**config.mk**
```make
export PLATFORM = sky130hd
export DESIGN_NAME = rst_seq_top
export DESIGN_NICKNAME = d
export VERILOG_FILES = /design/src/rtl/rst_seq_pkg.sv /design/src/rtl/rst_pin_qual.sv /design/src/rtl/rst_seq_fsm.sv /design/src/rtl/rst_cause_reg.sv /design/src/rtl/rst_seq_top.sv
export SDC_FILE = /design/constraint.sdc
export NUM_CORES = 1
export LEC_CHECK = 0
export BUFFER_PORTS_ARGS = -buffer_cell sky130_fd_sc_hd__buf_2
export CAP_MARGIN = 0
export CORE_ASPECT_RATIO = 0.9
export CORE_UTILIZATION = 43
export DETAILED_ROUTE_END_ITERATION = 7
export GPL_TIMING_DRIVEN = 0
export PLACE_DENSITY = 0.73
export REMOVE_ABC_BUFFERS = 1
export SKIP_LAST_GASP = 1
export SLEW_MARGIN = 20
export SYNTH_ARGS = -nofsm -noshare
export SYNTH_HDL_FRONTEND = slang
export SYNTH_SLANG_ARGS = --single-unit
```
**constraint.sdc**
```tcl
create_clock -name clk -period 4 [get_ports clk]
set_input_delay 0.2 -clock clk [delete_from_list [all_inputs] [get_ports clk]]
set_output_delay 0.2 -clock clk [all_outputs]
set_load 0.03 [all_outputs]
```
**src/rtl/rst_seq_pkg.sv**
```systemverilog
package rst_seq_pkg;

   typedef enum logic [1:0] {
      ST_RUN      = 2'd0,
      ST_EXT_HOLD = 2'd1,
      ST_STRETCH  = 2'd2,
      ST_STABLE   = 2'd3
   } seq_state_t;

   localparam int SRC_N    = 4;
   localparam int SRC_EXT  = 0;
   localparam int SRC_TRAP = 1;
   localparam int SRC_WDOG = 2;
   localparam int SRC_CLK  = 3;

endpackage

```
**src/rtl/rst_pin_qual.sv**
```systemverilog
module rst_pin_qual #(
   parameter int SYNC_STAGES = 2,
   parameter int MIN_LOW     = 12
) (
   input  logic clk,
   input  logic por_n,
   input  logic pin_n,
   output logic pin_s,
   output logic qual
);
   localparam int LW = $clog2(MIN_LOW);
   localparam logic [LW-1:0] LOW_LAST = LW'(MIN_LOW - 1);

   if (SYNC_STAGES < 2) begin : g_bad_sync
      $error("rst_pin_qual: SYNC_STAGES must be at least 2");
   end
   if (MIN_LOW < 2) begin : g_bad_low
      $error("rst_pin_qual: MIN_LOW must be at least 2");
   end

   logic [SYNC_STAGES-1:0] chain;

   for (genvar i = 0; i < SYNC_STAGES; i++) begin : g_stage
      always_ff @(posedge clk or negedge por_n) begin
         if (!por_n) begin
            chain[i] <= 1'b1;
         end else begin
            if (i == 0) chain[i] <= pin_n;
            else        chain[i] <= chain[(i == 0) ? 0 : i-1];
         end
      end
   end

   assign pin_s = chain[SYNC_STAGES-1];

   logic [LW-1:0] low_cnt;

   always_ff @(posedge clk or negedge por_n) begin
      if (!por_n) begin
         low_cnt <= '0;
      end else if (pin_s) begin
         low_cnt <= '0;
      end else if (low_cnt != LOW_LAST) begin
         low_cnt <= low_cnt + 1'b1;
      end
   end

   assign qual = !pin_s && (low_cnt == LOW_LAST);

   // acceptance needs the synchronised pin low on the previous cycle too
   p_qual_needs_history_r2: assert property (@(posedge clk) disable iff (!por_n)
      qual |-> $past(!pin_s));

endmodule

```
**src/rtl/rst_seq_fsm.sv**
```systemverilog
module rst_seq_fsm
   import rst_seq_pkg::*;
#(
   parameter int          FAULT_PULSE = 24,
   parameter int          STAB_LOG2   = 10,
   parameter int          ADDR_W      = 16,
   parameter int unsigned VEC_ADDR    = 32'h0000_FFFE
) (
   input  logic              clk,
   input  logic              por_n,
   input  logic              ext_s,
   input  logic              ext_qual,
   input  logic [2:0]        fault_req,
   output logic              rst_n,
   output logic              rst_next,
   output logic [SRC_N-1:0]  cause_set,
   output logic              vec_fetch,
   output logic [ADDR_W-1:0] vec_addr
);
   localparam int FW    = (FAULT_PULSE > 1) ? $clog2(FAULT_PULSE) : 1;
   localparam int CNT_W = (STAB_LOG2 > FW) ? STAB_LOG2 : FW;
   localparam logic [CNT_W-1:0] FLT_LAST  = CNT_W'(FAULT_PULSE - 1);
   localparam logic [CNT_W-1:0] STAB_LAST = CNT_W'((64'd1 << STAB_LOG2) - 1);

   if (FAULT_PULSE < 1) begin : g_bad_pulse
      $error("rst_seq_fsm: FAULT_PULSE must be at least 1");
   end
   if (STAB_LOG2 < 1 || STAB_LOG2 > 24) begin : g_bad_stab
      $error("rst_seq_fsm: STAB_LOG2 out of range");
   end
   if (ADDR_W < 1 || ADDR_W > 32) begin : g_bad_addr
      $error("rst_seq_fsm: ADDR_W out of range");
   end

   seq_state_t       state, state_n;
   logic [CNT_W-1:0] cnt, cnt_n;
   logic             fetch_q, fetch_n;

   always_comb begin
      state_n   = state;
      cnt_n     = cnt;
      cause_set = '0;
      fetch_n   = 1'b0;
      unique case (state)
         ST_RUN: begin
            if (ext_qual) begin
               state_n            = ST_EXT_HOLD;
               cause_set[SRC_EXT] = 1'b1;
            end else if (|fault_req) begin
               state_n   = ST_STRETCH;
               cnt_n     = '0;
               cause_set = {fault_req, 1'b0};
            end
         end
         ST_EXT_HOLD: begin
            if (ext_s) begin
               state_n = ST_STABLE;
               cnt_n   = '0;
            end
         end
         default: begin
            if (ext_qual) begin
               state_n            = ST_EXT_HOLD;
               cause_set[SRC_EXT] = 1'b1;
            end else if (|fault_req) begin
               state_n   = ST_STRETCH;
               cnt_n     = '0;
               cause_set = {fault_req, 1'b0};
            end else if (state == ST_STRETCH) begin
               if (cnt == FLT_LAST) begin
                  state_n = ST_STABLE;
                  cnt_n   = '0;
               end else begin
                  cnt_n = cnt + 1'b1;
               end
            end else begin
               if (cnt == STAB_LAST) begin
                  state_n = ST_RUN;
                  fetch_n = 1'b1;
               end else begin
                  cnt_n = cnt + 1'b1;
               end
            end
         end
      endcase
   end

   always_ff @(posedge clk or negedge por_n) begin
      if (!por_n) begin
         state   <= ST_STABLE;
         cnt     <= '0;
         fetch_q <= 1'b0;
      end else begin
         state   <= state_n;
         cnt     <= cnt_n;
         fetch_q <= fetch_n;
      end
   end

   assign rst_n     = (state == ST_RUN);
   assign rst_next  = (state_n != ST_RUN);
   assign vec_fetch = fetch_q;
   assign vec_addr  = fetch_q ? ADDR_W'(VEC_ADDR) : '0;

   // strobe lasts a single cycle
   p_fetch_single_r6: assert property (@(posedge clk) disable iff (!por_n)
      fetch_q |=> !fetch_q);

   // release is always accompanied by the strobe
   p_fetch_on_release_r6: assert property (@(posedge clk) disable iff (!por_n)
      $rose(rst_n) |-> fetch_q);

   // a malfunction request outside pin hold restarts the stretch window
   p_fault_restart_r5: assert property (@(posedge clk) disable iff (!por_n)
      ((|fault_req) && !ext_qual && state != ST_EXT_HOLD)
         |=> (state == ST_STRETCH && cnt == '0));

   // the stretch counter never runs past its window
   p_stretch_window_r4: assert property (@(posedge clk) disable iff (!por_n)
      (state == ST_STRETCH) |-> (cnt <= FLT_LAST));

endmodule

```
**src/rtl/rst_cause_reg.sv**
```systemverilog
module rst_cause_reg #(
   parameter int N = 4
) (
   input  logic         clk,
   input  logic         por_n,
   input  logic [N-1:0] set,
   input  logic [N-1:0] w1c,
   output logic [N-1:0] cause
);
   if (N < 1) begin : g_bad_n
      $error("rst_cause_reg: N must be at least 1");
   end

   for (genvar i = 0; i < N; i++) begin : g_bit
      always_ff @(posedge clk or negedge por_n) begin
         if (!por_n)      cause[i] <= 1'b0;
         else if (set[i]) cause[i] <= 1'b1;
         else if (w1c[i]) cause[i] <= 1'b0;
      end

      // a written one clears its bit unless a set collides
      p_w1c_clears_r9: assert property (@(posedge clk) disable iff (!por_n)
         ($past(w1c[i]) && !$past(set[i])) |-> !cause[i]);

      // a triggering source always leaves its bit set
      p_set_sticks_r8: assert property (@(posedge clk) disable iff (!por_n)
         set[i] |=> cause[i]);
   end

endmodule

```
**src/rtl/rst_seq_top.sv**
```systemverilog
module rst_seq_top
   import rst_seq_pkg::*;
#(
   parameter int          SYNC_STAGES  = 2,
   parameter int          MCYC_CLKS    = 4,
   parameter int          MIN_LOW_MCYC = 3,
   parameter int          FAULT_PULSE  = 24,
   parameter int          STAB_LOG2    = 10,
   parameter int          ADDR_W       = 16,
   parameter int unsigned VEC_ADDR     = 32'h0000_FFFE
) (
   input  logic              clk,
   input  logic              por_n,
   input  logic              ext_rst_n,
   input  logic              trap_req,
   input  logic              wdog_req,
   input  logic              clkfail_req,
   input  logic              ime_wr,
   input  logic              ime_wdata,
   input  logic [3:0]        cause_w1c,
   output logic              sys_rst_n,
   output logic              ime,
   output logic              vec_fetch,
   output logic [ADDR_W-1:0] vec_addr,
   output logic [3:0]        cause
);
   localparam int MIN_LOW = MCYC_CLKS * MIN_LOW_MCYC;

   if (MCYC_CLKS < 1 || MIN_LOW_MCYC < 1) begin : g_bad_mcyc
      $error("rst_seq_top: machine-cycle parameters must be positive");
   end

   logic             ext_s, ext_qual, rst_next;
   logic [SRC_N-1:0] cause_set;
   logic [2:0]       fault_req;

   assign fault_req = {clkfail_req, wdog_req, trap_req};

   rst_pin_qual #(
      .SYNC_STAGES (SYNC_STAGES),
      .MIN_LOW     (MIN_LOW)
   ) u_pin (
      .clk   (clk),
      .por_n (por_n),
      .pin_n (ext_rst_n),
      .pin_s (ext_s),
      .qual  (ext_qual)
   );

   rst_seq_fsm #(
      .FAULT_PULSE (FAULT_PULSE),
      .STAB_LOG2   (STAB_LOG2),
      .ADDR_W      (ADDR_W),
      .VEC_ADDR    (VEC_ADDR)
   ) u_fsm (
      .clk       (clk),
      .por_n     (por_n),
      .ext_s     (ext_s),
      .ext_qual  (ext_qual),
      .fault_req (fault_req),
      .rst_n     (sys_rst_n),
      .rst_next  (rst_next),
      .cause_set (cause_set),
      .vec_fetch (vec_fetch),
      .vec_addr  (vec_addr)
   );

   rst_cause_reg #(.N(SRC_N)) u_cause (
      .clk   (clk),
      .por_n (por_n),
      .set   (cause_set),
      .w1c   (cause_w1c),
      .cause (cause)
   );

   logic ime_q;

   always_ff @(posedge clk or negedge por_n) begin
      if (!por_n)        ime_q <= 1'b0;
      else if (rst_next) ime_q <= 1'b0;
      else if (ime_wr)   ime_q <= ime_wdata;
   end

   assign ime = ime_q;

   // interrupts stay disabled whenever reset is active
   p_ime_off_in_reset_r7: assert property (@(posedge clk) disable iff (!por_n)
      !sys_rst_n |-> !ime);

endmodule

```
==> results.md <==
* CTS tree: yes
* Global Route met3 Usage at 4.49%
* Commonest cells after routing, fill and taps aside: buf_2, dfrtp_1, o21ai_0
* Min-Delay Path Depth at 2
* Sequential cell area fraction in the yosys report at 45.8%
* Top FF cell, synth: dfrtp_1
* Port bufs at 33
* CTS Buf Count at 3
* Routed wire length at 2.55 mm
* Yosys warnings at 0
* Residual DRC at 0
* Antenna Violating Nets Remaining at 0
* Placed Area at 0.00140 sq mm
* Normalized max-slew margin at 65.4%
* CP Max Fanout at 10
* Hold Crit Start: cause_w1c[2]
* Hold Path Sink: u_cause.cause[2]
* Avg Inst Size Synth at 9.51 sq um
* Pwr Total at 399 uW
* Hold Crit Class: primary input to register
* I/O Pins at 35
* Asr flop ratio synth at 100%
* Synth cell types at 39
* CTS sink count at 24
* Most Used Layer, Global Route: met2
* Flop2flop setup slack at 1.70 ns
* Layout Cells excl Fill at 200
* Post-synth EDFFs at 0
* Final hold violations at 0
* Clk Latency, worst-skew pair at 0.32 ns
* CP Depth at 5
* Critical path's top delay family: simple AND/OR/NAND/NOR gates
* RSZ-0062 raised after global routing: no
* GRT Overall Usage at 17.6%
* Reg2reg path depth at 5
* P&R area growth vs syn at 9.56%
* Largest net degree at the start of global routing at 25
* Via count at 1,075
* Core Box Area at 0.00284 sq mm
* Synth top area share at 37.9%
* Total gr overflow at 0
* Synthesized area at 0.00132 sq mm
* CP bufs+invs at 0
* Clock transition at the registers of the reported paths at 0.13 ns
* Placed Cells at 194
* Post-CTS sizing at 0
* P_leak at 0.000695 uW
* Die Y at 54.6 um
* CP max stage delay at 0.62 ns
* Cell taking the most area after synthesis: dfrtp_1
* CTS root buf: clkbuf_4
* Final core utilization at 51.0%
* Vias per cell at 5.38
* Vias in the first global route at 941
* CP Class: register to register
* Fin area at 0.00145 sq mm
* Syn Inst Count at 139
* Max cap viols at 0
* GRT met2 Usage at 30.4%
* Initial antenna violation count at 0
* Status: finished clean
* Fmax at 0.435 GHz
* Die area at 0.00330 sq mm
* Nets@finish at 175
* Dpl hpwl at 1.84 mm
* Routability Congestion at 0.816
* Ranking of synthesized cells by area: dfrtp_1, buf_4, dfstp_2
* Routed WL per cell at 12.7 um
* CP cell instances: or4b_1, or2_4, a211o_4, or3_1, o21ai_1
* CP startpoint kind: register
* RR Startpoint: u_fsm.state[1]
* CP required at 4.26 ns
* Worst-margin pin slew at 0.519 ns
* Pre-antenna DRT Iters at 4
* Die extent in x at 60.4 um
* Final setup violation count at 0
* 1st-iter DRT viols at 47
* Critical path endpoint category: register
* Yosys reg bits at 24
* Max-slew violation count at 0
* Maximum clock insertion buffer count at 2
* First-pass GRT wire length at 4.17 mm
* Worst vdd ir at 0.000179 V
* Sum Neg Setup Slack at 0 ns
* M1 GR Usage at 21.4%
* Commonest non-fill, non-tap cell in the layout: buf_2
* Setup Skew at 0.0106 ns
* R2R Path End: u_fsm.cnt[4]
* H-tree depth at 1
* CP max stage cell: or4b_1
* Final period util at 57.4%
* Site Rows at 18
* Starting Density at 46.6%
* Min Clock Period, post-route at 2.30 ns
* Share of layout cells above drive strength 1 at 29.4%
* Antenna cells at 0
* Arrival time worst endpoint at 2.55 ns
* Cell Pwr Density at 275 mW/mm^2
through the flow:
stage / hold WS, ns / setup slack [ns]
5_1_grt: 0.0494 / 1.63
3_5_place_dp: 0.209 / 1.71
3_3_place_gp: 0.195 / 1.74
6_report: 0.0567 / 1.70
4_1_cts: 0.0531 / 1.71
2_1_floorplan: -0.0956 / 0.654
how the worst max path moves through the flow:
stage	startpoint	end
finish	u_fsm.state[1]	u_fsm.cnt[4]
global route	u_fsm.state[1]	u_fsm.cnt[4]
CTS	u_fsm.state[1]	u_fsm.cnt[4]
detailed placement	u_fsm.state[1]	u_fsm.cnt[4]
global placement	u_fsm.state[1]	u_fsm.cnt[4]
floorplan	u_fsm.vec_fetch	vec_addr[10]
state kept, by name, summed over array words and instances (netlist names):
register and flops:
u_cause.cause 4, u_pin.low_cnt 4, u_pin.chain 1, u_pin.pin_s 1, u_fsm.state 2, u_fsm.vec_fetch 1
ime 1, u_fsm.cnt 10
cell type report:
cell class / count / area, sq um
Timing Repair Buffer: 35 / 185
Fill cell: 272 / 1390
Sequential cell: 24 / 606
Tap cell: 40 / 50.0
Clock buffer: 4 / 26.3
Inverter: 7 / 26.3
Multi-Input combinational cell: 90 / 554
repair_timing:
| action | 4_1_cts | 5_1_grt |
|---|---|---|
| hold buffers | 2 | 0 |
| hold endpoints to repair | 21 | 0 |
| setup buffers | 0 | 0 |
synthesized netlist by cell type (2+ instances only):
cell,instances
dfrtp_1,20
buf_4,16
o21ai_0,16
nor2_1,14
nand2_1,10
inv_1,7
nand2b_1,5
nand3_1,5
a21oi_1,4
dfstp_2,4
and3_1,3
nor3_1,3
ha_1,2
mux2i_1,2
nand3b_1,2
o41ai_1,2
or4_2,2
metal layers:
metal,vias up,part of all wire (%)
li1,512,-
met1,500,44
met2,57,47
met3,6,7.1
met4,0,2.1
met5,-,0
report_power, final:
| group | internal [uW] | leakage, uW | switching (uW) | total [uW] |
|---|---|---|---|---|
| Combinational | 14.3 | 0.000371 | 20.8 | 35.0 |
| Sequential | 250 | 0.000309 | 4.88 | 254 |
| Clock | 39.0 | 0.0000150 | 70.2 | 109 |
| Total | 303 | 0.000695 | 95.8 | 399 |
logic make-up (layout without fill, tap and decap cells):
family          count (synthesis)  in the layout  synth area share, %
fa+ha+maj                       2              2                 1.89
compound gates                 30             30                 14.2
simple gates                   53             53                 22.7
flops                          24             24                 45.8
other cells                     1              1                0.284
buf+inv                        25             46                 12.2
mux                             2              2                 1.52
xor+xnor                        2              2                 1.33
Power figures use the tool's default switching activity.
